[src/rtl/fpa_pkg.sv]
package fpa_pkg;

   typedef enum logic [1:0] {
      CLS_ZERO = 2'd0,
      CLS_NORM = 2'd1,
      CLS_INF  = 2'd2,
      CLS_NAN  = 2'd3
   } fp_class_e;

   // zero-exponent encodings (denormals included) are folded into CLS_ZERO
   function automatic fp_class_e classify(input logic exp_ones,
                                          input logic exp_zero,
                                          input logic frac_zero);
      if (exp_ones)      return frac_zero ? CLS_INF : CLS_NAN;
      else if (exp_zero) return CLS_ZERO;
      else               return CLS_NORM;
   endfunction

endpackage

[src/rtl/fpa_align.sv]
module fpa_align #(
   parameter int EXP_W  = 8,
   parameter int FRAC_W = 23
) (
   input  logic [EXP_W+FRAC_W:0]   op_a,
   input  logic [EXP_W+FRAC_W:0]   op_b,
   input  logic                    sub_sel,
   output fpa_pkg::fp_class_e      cls_a,
   output fpa_pkg::fp_class_e      cls_b,
   output logic                    sgn_a,
   output logic                    sgn_b_eff,
   output logic                    eff_sub,
   output logic                    sign_big,
   output logic [EXP_W-1:0]        exp_big,
   output logic [FRAC_W+3:0]       big_ext,
   output logic [FRAC_W+3:0]       small_ext
);
   localparam int P  = FRAC_W + 1;
   localparam int W  = P + 3;
   localparam int CW = $clog2(W + 1);
   localparam logic [W-1:0] ONE = W'(1);

   logic [EXP_W-1:0]  ea, eb, exp_small, diff;
   logic [FRAC_W-1:0] fa, fb;
   logic [P-1:0]      sig_a, sig_b, big_sig, small_sig;
   logic [CW-1:0]     sh;
   logic [W-1:0]      ext, shifted, lost_mask;
   logic              swap, lost;

   assign ea = op_a[EXP_W+FRAC_W-1:FRAC_W];
   assign eb = op_b[EXP_W+FRAC_W-1:FRAC_W];
   assign fa = op_a[FRAC_W-1:0];
   assign fb = op_b[FRAC_W-1:0];

   assign sgn_a     = op_a[EXP_W+FRAC_W];
   assign sgn_b_eff = op_b[EXP_W+FRAC_W] ^ sub_sel;
   assign eff_sub   = sgn_a ^ sgn_b_eff;

   assign cls_a = fpa_pkg::classify(&ea, ~|ea, ~|fa);
   assign cls_b = fpa_pkg::classify(&eb, ~|eb, ~|fb);

   // flush-to-zero: a zero exponent field drops the fraction entirely
   assign sig_a = (ea == '0) ? '0 : {1'b1, fa};
   assign sig_b = (eb == '0) ? '0 : {1'b1, fb};

   assign swap      = (eb > ea);
   assign big_sig   = swap ? sig_b : sig_a;
   assign small_sig = swap ? sig_a : sig_b;
   assign exp_big   = swap ? eb : ea;
   assign exp_small = swap ? ea : eb;
   assign sign_big  = swap ? sgn_b_eff : sgn_a;
   assign diff      = exp_big - exp_small;

   always_comb begin
      if (32'(diff) > W) sh = CW'(W);
      else               sh = CW'(diff);
   end

   assign ext       = {small_sig, 3'b000};
   assign shifted   = ext >> sh;
   assign lost_mask = (ONE << sh) - ONE;
   assign lost      = |(ext & lost_mask);
   assign small_ext = {shifted[W-1:1], shifted[0] | lost};
   assign big_ext   = {big_sig, 3'b000};

   // the aligned operand never exceeds the unshifted one when exponents differ
   always_comb begin
      if (diff != '0)
         a_r7_align_shrinks: assert (small_ext < big_ext || big_sig == '0);
   end
endmodule

[src/rtl/fpa_lzc.sv]
module fpa_lzc #(
   parameter int IN_W = 27,
   localparam int CW  = $clog2(IN_W + 1)
) (
   input  logic [IN_W-1:0] vec_i,
   output logic [CW-1:0]   zeros_o
);
   always_comb begin
      zeros_o = CW'(IN_W);
      for (int i = 0; i < IN_W; i++) begin
         if (vec_i[i]) zeros_o = CW'(IN_W - 1 - i);
      end
   end
endmodule

[src/rtl/fpa_norm_round.sv]
module fpa_norm_round #(
   parameter int EXP_W  = 8,
   parameter int FRAC_W = 23
) (
   input  logic [FRAC_W+4:0]         mag_i,
   input  logic signed [EXP_W+1:0]   exp_i,
   input  logic                      sign_i,
   input  logic                      zero_sign_i,
   output logic [EXP_W+FRAC_W:0]     result_o,
   output logic                      ovf_o,
   output logic                      unf_o
);
   localparam int P  = FRAC_W + 1;
   localparam int W  = P + 3;
   localparam int M  = W + 1;
   localparam int EW = EXP_W + 2;
   localparam int CW = $clog2(W + 1);
   localparam logic signed [EW-1:0] EMAX = EW'((1 << EXP_W) - 2);
   localparam logic signed [EW-1:0] EMIN = EW'(1);

   logic [CW-1:0]          lz;
   logic [W-1:0]           norm;
   logic signed [EW-1:0]   exp_n, exp_f;
   logic [P:0]             rnd;
   logic [P-1:0]           sig;
   logic                   up, zero;

   fpa_lzc #(.IN_W(W)) u_lzc (
      .vec_i  (mag_i[W-1:0]),
      .zeros_o(lz)
   );

   always_comb begin
      if (mag_i[M-1]) begin
         norm    = mag_i[M-1:1];
         norm[0] = mag_i[1] | mag_i[0];
         exp_n   = exp_i + EW'(1);
      end else begin
         norm  = mag_i[W-1:0] << lz;
         exp_n = exp_i - EW'(lz);
      end
      up  = norm[2] & (norm[1] | norm[0] | norm[3]);
      rnd = {1'b0, norm[W-1:3]} + (P+1)'(up);
      if (rnd[P]) begin
         sig   = rnd[P:1];
         exp_f = exp_n + EW'(1);
      end else begin
         sig   = rnd[P-1:0];
         exp_f = exp_n;
      end
   end

   assign zero = (mag_i == '0);

   always_comb begin
      ovf_o = 1'b0;
      unf_o = 1'b0;
      if (zero) begin
         result_o = {zero_sign_i, {(EXP_W+FRAC_W){1'b0}}};
      end else if (exp_f > EMAX) begin
         ovf_o    = 1'b1;
         result_o = {sign_i, {EXP_W{1'b1}}, {FRAC_W{1'b0}}};
      end else if (exp_f < EMIN) begin
         unf_o    = 1'b1;
         result_o = {sign_i, {(EXP_W+FRAC_W){1'b0}}};
      end else begin
         result_o = {sign_i, exp_f[EXP_W-1:0], sig[FRAC_W-1:0]};
      end
   end

   // leading-zero count and shifter together put a one in the hidden position
   always_comb begin
      if (!mag_i[M-1] && !zero)
         a_r6_lead_one: assert (norm[W-1]);
   end
endmodule

[src/rtl/fp_addsub_unit.sv]
module fp_addsub_unit #(
   parameter int EXP_W   = 8,
   parameter int FRAC_W  = 23,
   parameter bit REG_OUT = 1'b1
) (
   input  logic                    clk,
   input  logic                    rst_n,
   input  logic                    in_valid,
   input  logic [EXP_W+FRAC_W:0]   op_a,
   input  logic [EXP_W+FRAC_W:0]   op_b,
   input  logic                    sub_sel,
   output logic                    out_valid,
   output logic [EXP_W+FRAC_W:0]   result,
   output logic                    ovf,
   output logic                    unf
);
   import fpa_pkg::*;

   localparam int DW = 1 + EXP_W + FRAC_W;
   localparam int P  = FRAC_W + 1;
   localparam int W  = P + 3;
   localparam int M  = W + 1;
   localparam int EW = EXP_W + 2;
   localparam logic [DW-1:0] QNAN = {1'b0, {EXP_W{1'b1}}, 1'b1, {(FRAC_W-1){1'b0}}};

   if (EXP_W < 3 || FRAC_W < 2) begin : g_bad_cfg
      $error("fp_addsub_unit: EXP_W must be >= 3 and FRAC_W >= 2");
   end

   fp_class_e            cls_a, cls_b;
   logic                 sgn_a, sgn_b_eff, eff_sub, sign_big, neg;
   logic [EXP_W-1:0]     exp_big;
   logic [W-1:0]         big_ext, small_ext;
   logic [W+1:0]         sum;
   logic [M-1:0]         mag;
   logic signed [EW-1:0] exp_start;
   logic [DW-1:0]        arith_res, res_d;
   logic                 arith_ovf, arith_unf, ovf_d, unf_d, is_nan;

   fpa_align #(.EXP_W(EXP_W), .FRAC_W(FRAC_W)) u_align (
      .op_a     (op_a),
      .op_b     (op_b),
      .sub_sel  (sub_sel),
      .cls_a    (cls_a),
      .cls_b    (cls_b),
      .sgn_a    (sgn_a),
      .sgn_b_eff(sgn_b_eff),
      .eff_sub  (eff_sub),
      .sign_big (sign_big),
      .exp_big  (exp_big),
      .big_ext  (big_ext),
      .small_ext(small_ext)
   );

   // signed significand add; subtraction adds the two's complement
   always_comb begin
      if (eff_sub) sum = {2'b00, big_ext} + ~{2'b00, small_ext} + (W+2)'(1);
      else         sum = {2'b00, big_ext} + {2'b00, small_ext};
      neg = sum[W+1];
      mag = neg ? M'(~sum + (W+2)'(1)) : M'(sum);
   end

   assign exp_start = {2'b00, exp_big};

   fpa_norm_round #(.EXP_W(EXP_W), .FRAC_W(FRAC_W)) u_nr (
      .mag_i      (mag),
      .exp_i      (exp_start),
      .sign_i     (sign_big ^ neg),
      .zero_sign_i(sign_big & ~eff_sub),
      .result_o   (arith_res),
      .ovf_o      (arith_ovf),
      .unf_o      (arith_unf)
   );

   assign is_nan = (cls_a == CLS_NAN) || (cls_b == CLS_NAN) ||
                   (cls_a == CLS_INF && cls_b == CLS_INF && eff_sub);

   always_comb begin
      res_d = arith_res;
      ovf_d = arith_ovf;
      unf_d = arith_unf;
      if (is_nan || cls_a == CLS_INF || cls_b == CLS_INF) begin
         ovf_d = 1'b0;
         unf_d = 1'b0;
         if (is_nan)                res_d = QNAN;
         else if (cls_a == CLS_INF) res_d = {sgn_a, {EXP_W{1'b1}}, {FRAC_W{1'b0}}};
         else                       res_d = {sgn_b_eff, {EXP_W{1'b1}}, {FRAC_W{1'b0}}};
      end
   end

   if (REG_OUT) begin : g_reg
      always_ff @(posedge clk or negedge rst_n) begin
         if (!rst_n) begin
            out_valid <= 1'b0;
            result    <= '0;
            ovf       <= 1'b0;
            unf       <= 1'b0;
         end else begin
            out_valid <= in_valid;
            if (in_valid) begin
               result <= res_d;
               ovf    <= ovf_d;
               unf    <= unf_d;
            end
         end
      end

      a_r1_valid_follows: assert property (@(posedge clk) disable iff (!rst_n)
         in_valid |=> out_valid);
      a_r1_idle_follows: assert property (@(posedge clk) disable iff (!rst_n)
         !in_valid |=> !out_valid);
      a_r9_ovf_is_inf: assert property (@(posedge clk) disable iff (!rst_n)
         (out_valid && ovf) |-> (result[DW-2:0] == {{EXP_W{1'b1}}, {FRAC_W{1'b0}}}));
      a_r10_unf_is_zero: assert property (@(posedge clk) disable iff (!rst_n)
         (out_valid && unf) |-> (result[DW-2:0] == '0));
      a_r9_flags_exclusive: assert property (@(posedge clk) disable iff (!rst_n)
         !(ovf && unf));
      a_r12_nan_quiet: assert property (@(posedge clk) disable iff (!rst_n)
         (in_valid && (&op_a[DW-2:FRAC_W]) && (|op_a[FRAC_W-1:0])) |=> (result == QNAN));
   end else begin : g_comb
      assign out_valid = in_valid;
      assign result    = res_d;
      assign ovf       = ovf_d;
      assign unf       = unf_d;
   end
endmodule

[config.mk]
export PLATFORM = sky130hd
export DESIGN_NAME = fp_addsub_unit
export DESIGN_NICKNAME = d
export VERILOG_FILES = /design/src/rtl/fpa_pkg.sv /design/src/rtl/fpa_align.sv /design/src/rtl/fpa_lzc.sv /design/src/rtl/fpa_norm_round.sv /design/src/rtl/fp_addsub_unit.sv
export SDC_FILE = /design/constraint.sdc
export NUM_CORES = 1
export LEC_CHECK = 0
export BUFFER_PORTS_ARGS = -buffer_cell sky130_fd_sc_hd__buf_4
export CORE_ASPECT_RATIO = 0.5
export CORE_UTILIZATION = 40
export CTS_CLUSTER_SIZE = 25
export DETAILED_ROUTE_END_ITERATION = 10
export PLACE_DENSITY_LB_ADDON = 0.1
export SLEW_MARGIN = 10
export SYNTH_ARGS = -nofsm -noshare
export SYNTH_HDL_FRONTEND = slang
export SYNTH_SLANG_ARGS = --single-unit
[constraint.sdc]
create_clock -name clk -period 1.01 [get_ports clk]
set_clock_uncertainty 0.2 [all_clocks]
set_input_delay 0.1515 -clock clk [delete_from_list [all_inputs] [get_ports clk]]
set_output_delay 0.1515 -clock clk [all_outputs]
set_load 0.005 [all_outputs]
**Word-level counts from Yosys, hierarchy flattened**

Index checks and enable logic that the tools add are counted.

- Equality and inequality tests: 4
- $mul: 0
- Order comparisons: 4
- Reductions and logical operators: 16
- Muxes and demuxes: 60
- $add $sub $neg: 10
- Divide/modulo/power cells: 0
- Bitwise gates (word level): 13
- Shift-type cells: 3

Operator list:

| kind | number |
|---|---|
| 2-to-1 mux 5 bit | 27 |
| 2-to-1 mux 32 bit | 4 |
| 2-to-1 mux 24 bit | 4 |
| 2-to-1 mux 31 bit | 2 |
| OR reduction 23 bit | 2 |
| adder 27 x 29 -> 29 bit | 1 |
| adder 29 x 1 -> 29 bit (second input constant) | 1 |
| 2-to-1 mux 29 bit | 1 |
| inverter 27 -> 29 bit | 1 |
| adder 27 x 27 -> 28 bit | 1 |
| adder 28 x 1 -> 28 bit (second input constant) | 1 |
| logical NOT 28 bit | 1 |
| 2-to-1 mux 28 bit | 1 |
| inverter 28 bit | 1 |
| bitwise AND 27 bit | 1 |
| 2-to-1 mux 27 bit | 1 |
| OR reduction 27 bit | 1 |
| left shift 1 x 5 -> 27 bit (first input constant) | 1 |
| left shift 27 x 5 -> 27 bit | 1 |
| right shift 27 x 5 -> 27 bit | 1 |
| subtractor 27 x 1 -> 27 bit (second input constant) | 1 |
| adder 24 x 1 -> 25 bit | 1 |
| 2-to-1 mux 23 bit | 1 |
| 2-to-1 mux 10 bit | 2 |
| other kinds (21) | 51 |

- Memory bits (writable): 0
- Output and inout port bits: 35
- Word-level logic and storage cells: 114
- Bits in read-only memories: 0
- Bits in registers: 35
- Memories kept: 0
- Bits in latches: 0

**Depth between registers and ports, before layout**

Gate-level depths: netlist of run 1.

- Depth in word-level cells: 56
- Depth in mapped cells: 76

**By module**

Synthesis of run 1 repeated with hierarchy kept, for this count alone.

- Cells, all modules: 1843
- Area, all modules: 13122.6 µm²

By module, submodules not included:

| module | times used | area an instance (µm²) | cells each |
|---|---|---|---|
| fp_addsub_unit | 1 | 5167.5 | 703 |
| fpa_align | 1 | 3842.4 | 587 |
| fpa_norm_round | 1 | 3834.9 | 502 |
| fpa_lzc | 1 | 277.8 | 51 |

**Worst setup path before layout of run 1**

OpenSTA, ideal clock, no wires.

- Kind: input to register
- Start point: input op_a[25]
- End point: register result[21]
- Arrival time: 13967 ps
- Cell stages on the path: 65
- Buffers on the path: 16
- Data required time: 699 ps
- Path slack: -13267 ps
- Path through: inv_1 ha_1 buf_6 nand2_2 o21bai_4 a2111o_2 nand2_2 buf_4 buf_2 clkbuf_1 buf_1 clkbuf_1 nor2_1 nor2_1 ha_1 inv_1 a21oi_1 and3b_1 (+29 left out) a31oi_4 inv_2 buf_4 a211oi_1 nor3_1 o32a_1 inv_1 ha_1 inv_1 a211oi_1 and4_1 or3b_1 buf_6 nor4_4 mux2i_1 o31ai_4 buf_4 o41ai_1

- Word-level cells in the longest chain between the ends: 56
- Elaborated cells between the ends (all ways): 84
- Classes of those cells: 10 x add/sub; 4 x order compare; 2 x eq/ne; 3 x shift; 46 x mux; 8 x bitwise; 11 x reduce/logical

Ends and longest elaborated chain:

| item | line | text |
|---|---|---|
| start, declared | fp_addsub_unit.sv:9 | `input logic [EXP_W+FRAC_W:0] op_a,` |
| > comparator 8 bit | fpa_align.sv:46 | `assign swap = (eb > ea);` |
| 2-to-1 mux 8 bit, on equally long branches | fpa_align.sv:49, fpa_align.sv:50 |  |
| subtractor 8 bit | fpa_align.sv:52 | `assign diff = exp_big - exp_small;` |
| > comparator 8 x 5 -> 1 bit | fpa_align.sv:55 | `if (32'(diff) > W) sh = CW'(W);` |
| 2-to-1 mux 5 bit | fpa_align.sv:55 |  |
| left shift 1 x 5 -> 27 bit | fpa_align.sv:61 | `assign lost_mask = (ONE << sh) - ONE;` |
| subtractor 27 x 1 -> 27 bit | fpa_align.sv:61 |  |
| bitwise AND 27 bit | fpa_align.sv:62 | `assign lost = \|(ext & lost_mask);` |
| (+40 left out) | - |  |
| bitwise AND 1 bit | fpa_norm_round.sv:42 | `up = norm[2] & (norm[1] \| norm[0] \| norm[3]);` |
| adder 24 x 1 -> 25 bit | fpa_norm_round.sv:43 | `rnd = {1'b0, norm[W-1:3]} + (P+1)'(up);` |
| 2-to-1 mux 10 bit | fpa_norm_round.sv:44 | `if (rnd[P]) begin` |
| less-than comparator 10 x 2 -> 1 bit | fpa_norm_round.sv:63 | `end else if (exp_f < EMIN) begin` |
| 2-to-1 mux 31 bit | fpa_norm_round.sv:63 |  |
| 2-to-1 mux 31 bit | fpa_norm_round.sv:60 | `end else if (exp_f > EMAX) begin` |
| 2-to-1 mux 32 bit | fpa_norm_round.sv:58 | `if (zero) begin` |
| 2-to-1 mux 32 bit (*) | fp_addsub_unit.sv:82 | `if (is_nan \|\| cls_a == CLS_INF \|\| cls_b == CLS_INF) begin` |
| end signal, assigned | fp_addsub_unit.sv:101 | `result <= res_d;` |
| end, declared | fp_addsub_unit.sv:13 | `output logic [EXP_W+FRAC_W:0] result,` |

Every way passes the cells marked *; elsewhere a longest branch is shown, timed or not.
A chain may end at the register's enable or synchronous reset.

**Worst setup path after layout of run 1**

- Start point: input op_a[24]
- End point: register result[10]

Same word-level chain as after synthesis.

==> results of run 1 <==
==> cells in the mapped netlist (all sizes together), types with 39 or more instances <==
| master | instances |
|---|---|
| o21ai | 132 |
| clkbuf | 87 |
| a211oi | 57 |
| nand4 | 39 |
| nor2 | 231 |
| buf | 61 |
| nor3 | 84 |
| inv | 93 |
| o211ai | 47 |
| a21oi | 169 |
| nor4 | 54 |
| ha | 68 |
| xnor2 | 72 |
| nand2 | 247 |
| nand3 | 96 |
| mux2i | 68 |
==> flip-flops by register name (all words and copies together) (netlist names) <==
name and flops:
ovf 1, unf 1, out_valid 1, result 32
==> cell type report <==
class	count	area, um^2	share of cell area
repair buffers	1200	9610	0.365
clock buffers	5	125	0.00475
flip-flops and latches	35	876	0.0332
clock inverters	3	43.8	0.00166
inverters	95	387	0.0147
well taps	484	606	0.0230
multi-input cells	1983	14700	0.558
==> layer usage <==
| layer | vias to the layer above | GRT usage | wire, um |
|---|---|---|---|
| li1 | 10700 | - | - |
| met1 | 11100 | 0.538 | 34400 |
| met2 | 1347 | 0.668 | 37600 |
| met3 | 375 | 0.0649 | 8340 |
| met4 | 2 | 0.183 | 5000 |
| met5 | - | 0 | 8 |
==> power by group through the flow <==
stage / registers [W] / clock network (W) / logic (W)
after floorplan: 0.00233 / 0 / 0.0182
after global placement: 0.00235 / 0 / 0.0373
after detailed placement: 0.00234 / 0 / 0.0375
after CTS: 0.00243 / 0.00176 / 0.0413
after global routing: 0.00259 / 0.00189 / 0.0477
final: 0.00257 / 0.00185 / 0.0455
==> path summary, 6_finish.rpt <==
| kind | endpoint | slack, ns | cells past startpoint |
|---|---|---|---|
| max in group asynchronous | result[30] | 0.18 | 2 |
| hold / removal | out_valid | 0.14 | 2 |
| min in group asynchronous | result[6] | 0.15 | 2 |
| hold reg to reg | ovf | 0.33 | 1 |
| setup / recovery | result[10] | -11.34 | 63 |
| setup reg to reg | result[13] | -0.25 | 3 |
==> logic make-up (layout without fill, tap and decap cells) <==
group / Yosys count / in the layout / synth area share
simple gates: 938 / 938 / 0.313
compound gates: 782 / 783 / 0.372
buf+inv: 243 / 1303 / 0.0698
xor+xnor: 98 / 98 / 0.0584
mux: 94 / 94 / 0.0692
fa+ha+maj: 70 / 70 / 0.0596
flops: 35 / 35 / 0.0585
==> what timing repair did <==
action,4_1_cts,5_1_grt
setup buffers,73,39
setup endpoints to repair,69,74
hold buffers,1,0
resized for setup,219,134
endpoints found under the hold margin,35,0
gates cloned,5,1
pin swaps,88,97
==> stage by stage <==
step | worst slack (ns) | std cells | TNS, ns | util | power (W)
2_1_floorplan | -11.44 | 2260 | -383.09 | - | 0.0205
3_3_place_gp | -11.54 | 3682 | -386.98 | 0.647 | 0.0396
3_5_place_dp | -11.75 | 3682 | -393.07 | 0.647 | 0.0398
4_1_cts | -10.45 | 3768 | -356.01 | 0.699 | 0.0455
5_1_grt | -12.05 | 3805 | -387.00 | 0.725 | 0.0522
6_report | -11.34 | 3805 | -373.21 | 0.725 | 0.0499
==> metrics.yaml, run 1 <==
status: "complete, but fails checks"
violations: "setup timing"
synth_nets: 2398
crit_buf_inv: 14
vias: 23500
cts.clk_slew.worst_paths_ns: 0.07
num-fill-cells: 2948
ios: 103
cpLargestDelayFamily: "compound AO/OA/AOI/OAI gates"
num_antenna_cells: 0
synth_top_area_frac: 0.0612
stdcell_area_mm2: 0.0263
maxCapViolations: 0
overflow: 0
ys.flop_type: "dfrtp_1"
power_frac_seq: 0.051
min_from: "in_valid"
clock_sinks: 35
hold_viol: 0
drt-initial-drc-count: 2703
p_int_w: 0.0252
numCtsBuffers: 5
crit_slowest_cell: "a21boi_1"
fmax_ghz: 0.0810
grt_usage: 0.412
dieArea_mm2: 0.0382
p_leak_nw: 12.0
firstDrtPassIters: 6
synth_cells: 2260
fin_nets: 3458
drcViolationCount: 0
synth_area_mm2: 0.0150
cp-startpoint: "op_a[24]"
core_mm2: 0.0364
peakVddDrop_mv: 1.11
wirelength_mm: 85.2
slew_headroom: 0.323
grt_max_degree: 64
start_util: 0.411
antenna_found_initial: 1
cts_tree: "done"
htreeDepth: 2
hold_class: "primary input to flop"
synth_cell_types: 117
viasPerCell: 6.18
pwr-share-comb: 0.912
cts_max_path_buffers: 2
crit_required_ns: 0.93
min_period_over_period: 12.2
synth-edff-count: 0
setup_viol: 69
clk_latency_ns: 0.28
p_sw_frac: 0.494
drt-wirelength-per-cell_um: 22.4
critPathMaxFanout: 11
end_kind: "flop"
worst_pin_slew_ns: 1.01
start_kind: "primary input"
crit_type: "primary input to flop"
synth-seq-cells: 35
die_h_um: 139
final_common_cell: "buf_4"
powerDensity_mw_per_mm2: 1890
syn_avg_cell_area_um2: 6.62
switching_power_w: 0.0247
dpl_cell_area_mm2: 0.0235
period_minus_slack_ns: 12.35
gp_congestion: 1.06
whs_ns: 0.140
async_reset_ff_frac: 1.00
rows: 49
crit-reg2reg-launch: "result[13]"
portBuffers: 102
drive_gt1_frac: 0.468
cp_data_arrival_time_ns: 12.26
fin_ws_ns: -11.34
areaGrowthSynthToFinish_pct: 76.1
p_clk_frac: 0.037
synth_area_leaders: "nand2_1 6.1%, dfrtp_1 5.9%, ha_1 5.7%"
slew_violations: 0
dp_hpwl_mm: 64.3
grt_pass1_vias: 22100
slowest_delay_ns: 0.60
synth_top_area_cell: "nand2_1"
postRouteAntennaNets: 0
root_buffer: "clkbuf_16"
synth-warning-count: 0
crit_top_cell: "buf_4"
layout_common_cells: "1106 x buf_4, 236 x nand2_1, 215 x nor2_1"
synth_seq_area_share: 0.0585
rsz0062_at_grt: "true"
grt_pass1_wl_mm: 125
die_w_um: 275
Note: power is estimated with default switching activity, not from simulation.
==> run 2, diff against run 1 <==
--- a/config.mk
+++ b/config.mk
@@ -15,3 +15,4 @@
 export SYNTH_ARGS = -nofsm -noshare
 export SYNTH_HDL_FRONTEND = slang
 export SYNTH_SLANG_ARGS = --single-unit
+export TNS_END_PERCENT = 10
==> metrics.yaml, run 2 (synthesized netlist as in run 1, its figures left out) <==
status: "complete, but fails checks"
violations: "setup timing"
crit_top_cell: "buf_4"
num-fill-cells: 3144
die_h_um: 139
setup_viol: 69
ios: 103
antenna_found_initial: 0
grt_pass1_wl_mm: 120
min_period_over_period: 11.6
root_buffer: "clkbuf_16"
whs_ns: 0.0872
rsz0062_at_grt: "true"
numCtsBuffers: 5
crit_type: "primary input to flop"
regArea_um2: 876
crit_required_ns: 0.97
fin_util: 0.703
wl_met1_mm: 34.3
grt_usage: 0.393
dpl_cell_area_mm2: 0.0234
portBuffers: 102
wl_met2_mm: 35.5
p_leak_nw: 11.5
worst_pin_slew_ns: 1.07
wirelength_mm: 80.1
cts.clk_slew.worst_paths_ns: 0.06
die_w_um: 275
num_antenna_cells: 0
overflow: 0
postRouteAntennaNets: 0
grt_pass1_vias: 21300
critPathMaxFanout: 14
layout_common_cells: "1058 x buf_4, 238 x nand2_1, 215 x nor2_1"
powerDensity_mw_per_mm2: 1810
drcViolationCount: 0
cts_max_path_buffers: 2
drt-initial-drc-count: 2665
largest_register_ffs: 32
maxCapViolations: 0
cpLargestDelayFamily: "simple AND/OR/NAND/NOR gates"
gp_congestion: 1.12
power.total_w: 0.0463
clk_latency_ns: 0.28
stdcell_area_mm2: 0.0255
peakVddDrop_mv: 1.22
rows: 49
multiInputGateArea_mm2: 0.0144
final-instance-count-excl-fill: 3742
final_common_cell: "buf_4"
crit_buf_inv: 14
drt-wirelength-per-cell_um: 21.4
viasPerCell: 6.09
start_util: 0.411
end_kind: "flop"
clock_sinks: 35
slowest_delay_ns: 0.57
top_layer: "met4"
slew_violations: 0
areaGrowthSynthToFinish_pct: 70.8
top_register: "result"
grt_max_degree: 64
period_minus_slack_ns: 11.75
fin_nets: 3395
hold_viol: 0
dieArea_mm2: 0.0382
firstDrtPassIters: 6
slew_headroom: 0.284
placed_cells: 3670
fin_ws_ns: -10.74
crit_slowest_cell: "or4_1"
cp_data_arrival_time_ns: 11.71
drive_gt1_frac: 0.451
met3_length_mm: 6.51
cts_tree: "done"
dp_hpwl_mm: 64.7
vias: 22800
core_mm2: 0.0364
hold_class: "primary input to flop"
start_kind: "primary input"
fmax_ghz: 0.0851
htreeDepth: 2
## run 2: cell count changes in the layout (fill, tap and decap cells not counted), moves of 5 or more
cell / previous run / this run
a211oi_1: 37 / 42
o32ai_1: 10 / 20
nor4_2: 6 / 12
xnor2_2: 12 / 5
buf_6: 67 / 54
o32ai_2: 11 / 2
a21oi_2: 24 / 33
a21oi_1: 140 / 133
xnor2_1: 59 / 67
clkbuf_16: 7 / 12
buf_4: 1106 / 1058
## run 2: timing repair
item | 4_1_cts | 5_1_grt
endpoints found under the setup margin | 69 | 69
resized for setup | 108 | 192
pin swaps | 18 | 98
cloned | 1 | 8
hold buffers | 1 | 0
endpoints found under the hold margin | 35 | 0
buffers inserted | 10 | 47
## run 2: area by class of cell
class,count,share of cell area
Multi-Input combinational cell,1982,0.566
Timing Repair Buffer,1138,0.355
Sequential cell,35,0.0343
Tap cell,484,0.0237
Inverter,95,0.0151
Clock buffer,5,0.00490
Clock inverter,3,0.00171
## run 2: path summary, 6_finish.rpt
check / startpoint / to / slack, ns / cells past startpoint
worst max-delay path: op_b[26] / result[3] / -10.74 / 57
worst min-delay path: in_valid / out_valid / 0.09 / 2
worst max register to register: result[25] / result[25] / 0.04 / 2
worst min register to register: result[15] / result[15] / 0.33 / 2
max in group asynchronous: rst_n / result[0] / 0.11 / 2
min in group asynchronous: rst_n / result[30] / 0.17 / 2
## run 2: routing by layer
metal,vias up,GRT usage
li1,10600,-
met1,10700,0.528
met2,1193,0.629
met3,283,0.0554
met4,0,0.156
met5,-,0
## run 2: metrics by stage
step	TNS [ns]	setup slack, ns
6_report	-365.62	-10.74
5_1_grt	-381.15	-11.17
4_1_cts	-360.81	-10.58
3_5_place_dp	-389.77	-11.64
3_3_place_gp	-380.83	-11.33
2_1_floorplan	-383.82	-11.44
## run 2: power by group
part,switching [W],total [W],internal [W]
combinational,0.0216,0.0421,0.0205
sequential,0.000485,0.00247,0.00198
clock,0.000617,0.00178,0.00116
total,0.0227,0.0463,0.0237
## run 2: worst register-to-register path, cell delays in order (launching register included)
cell	delay, ns
dfrtp_1	0.37
nor2_1	0.07
a311oi_2	0.24
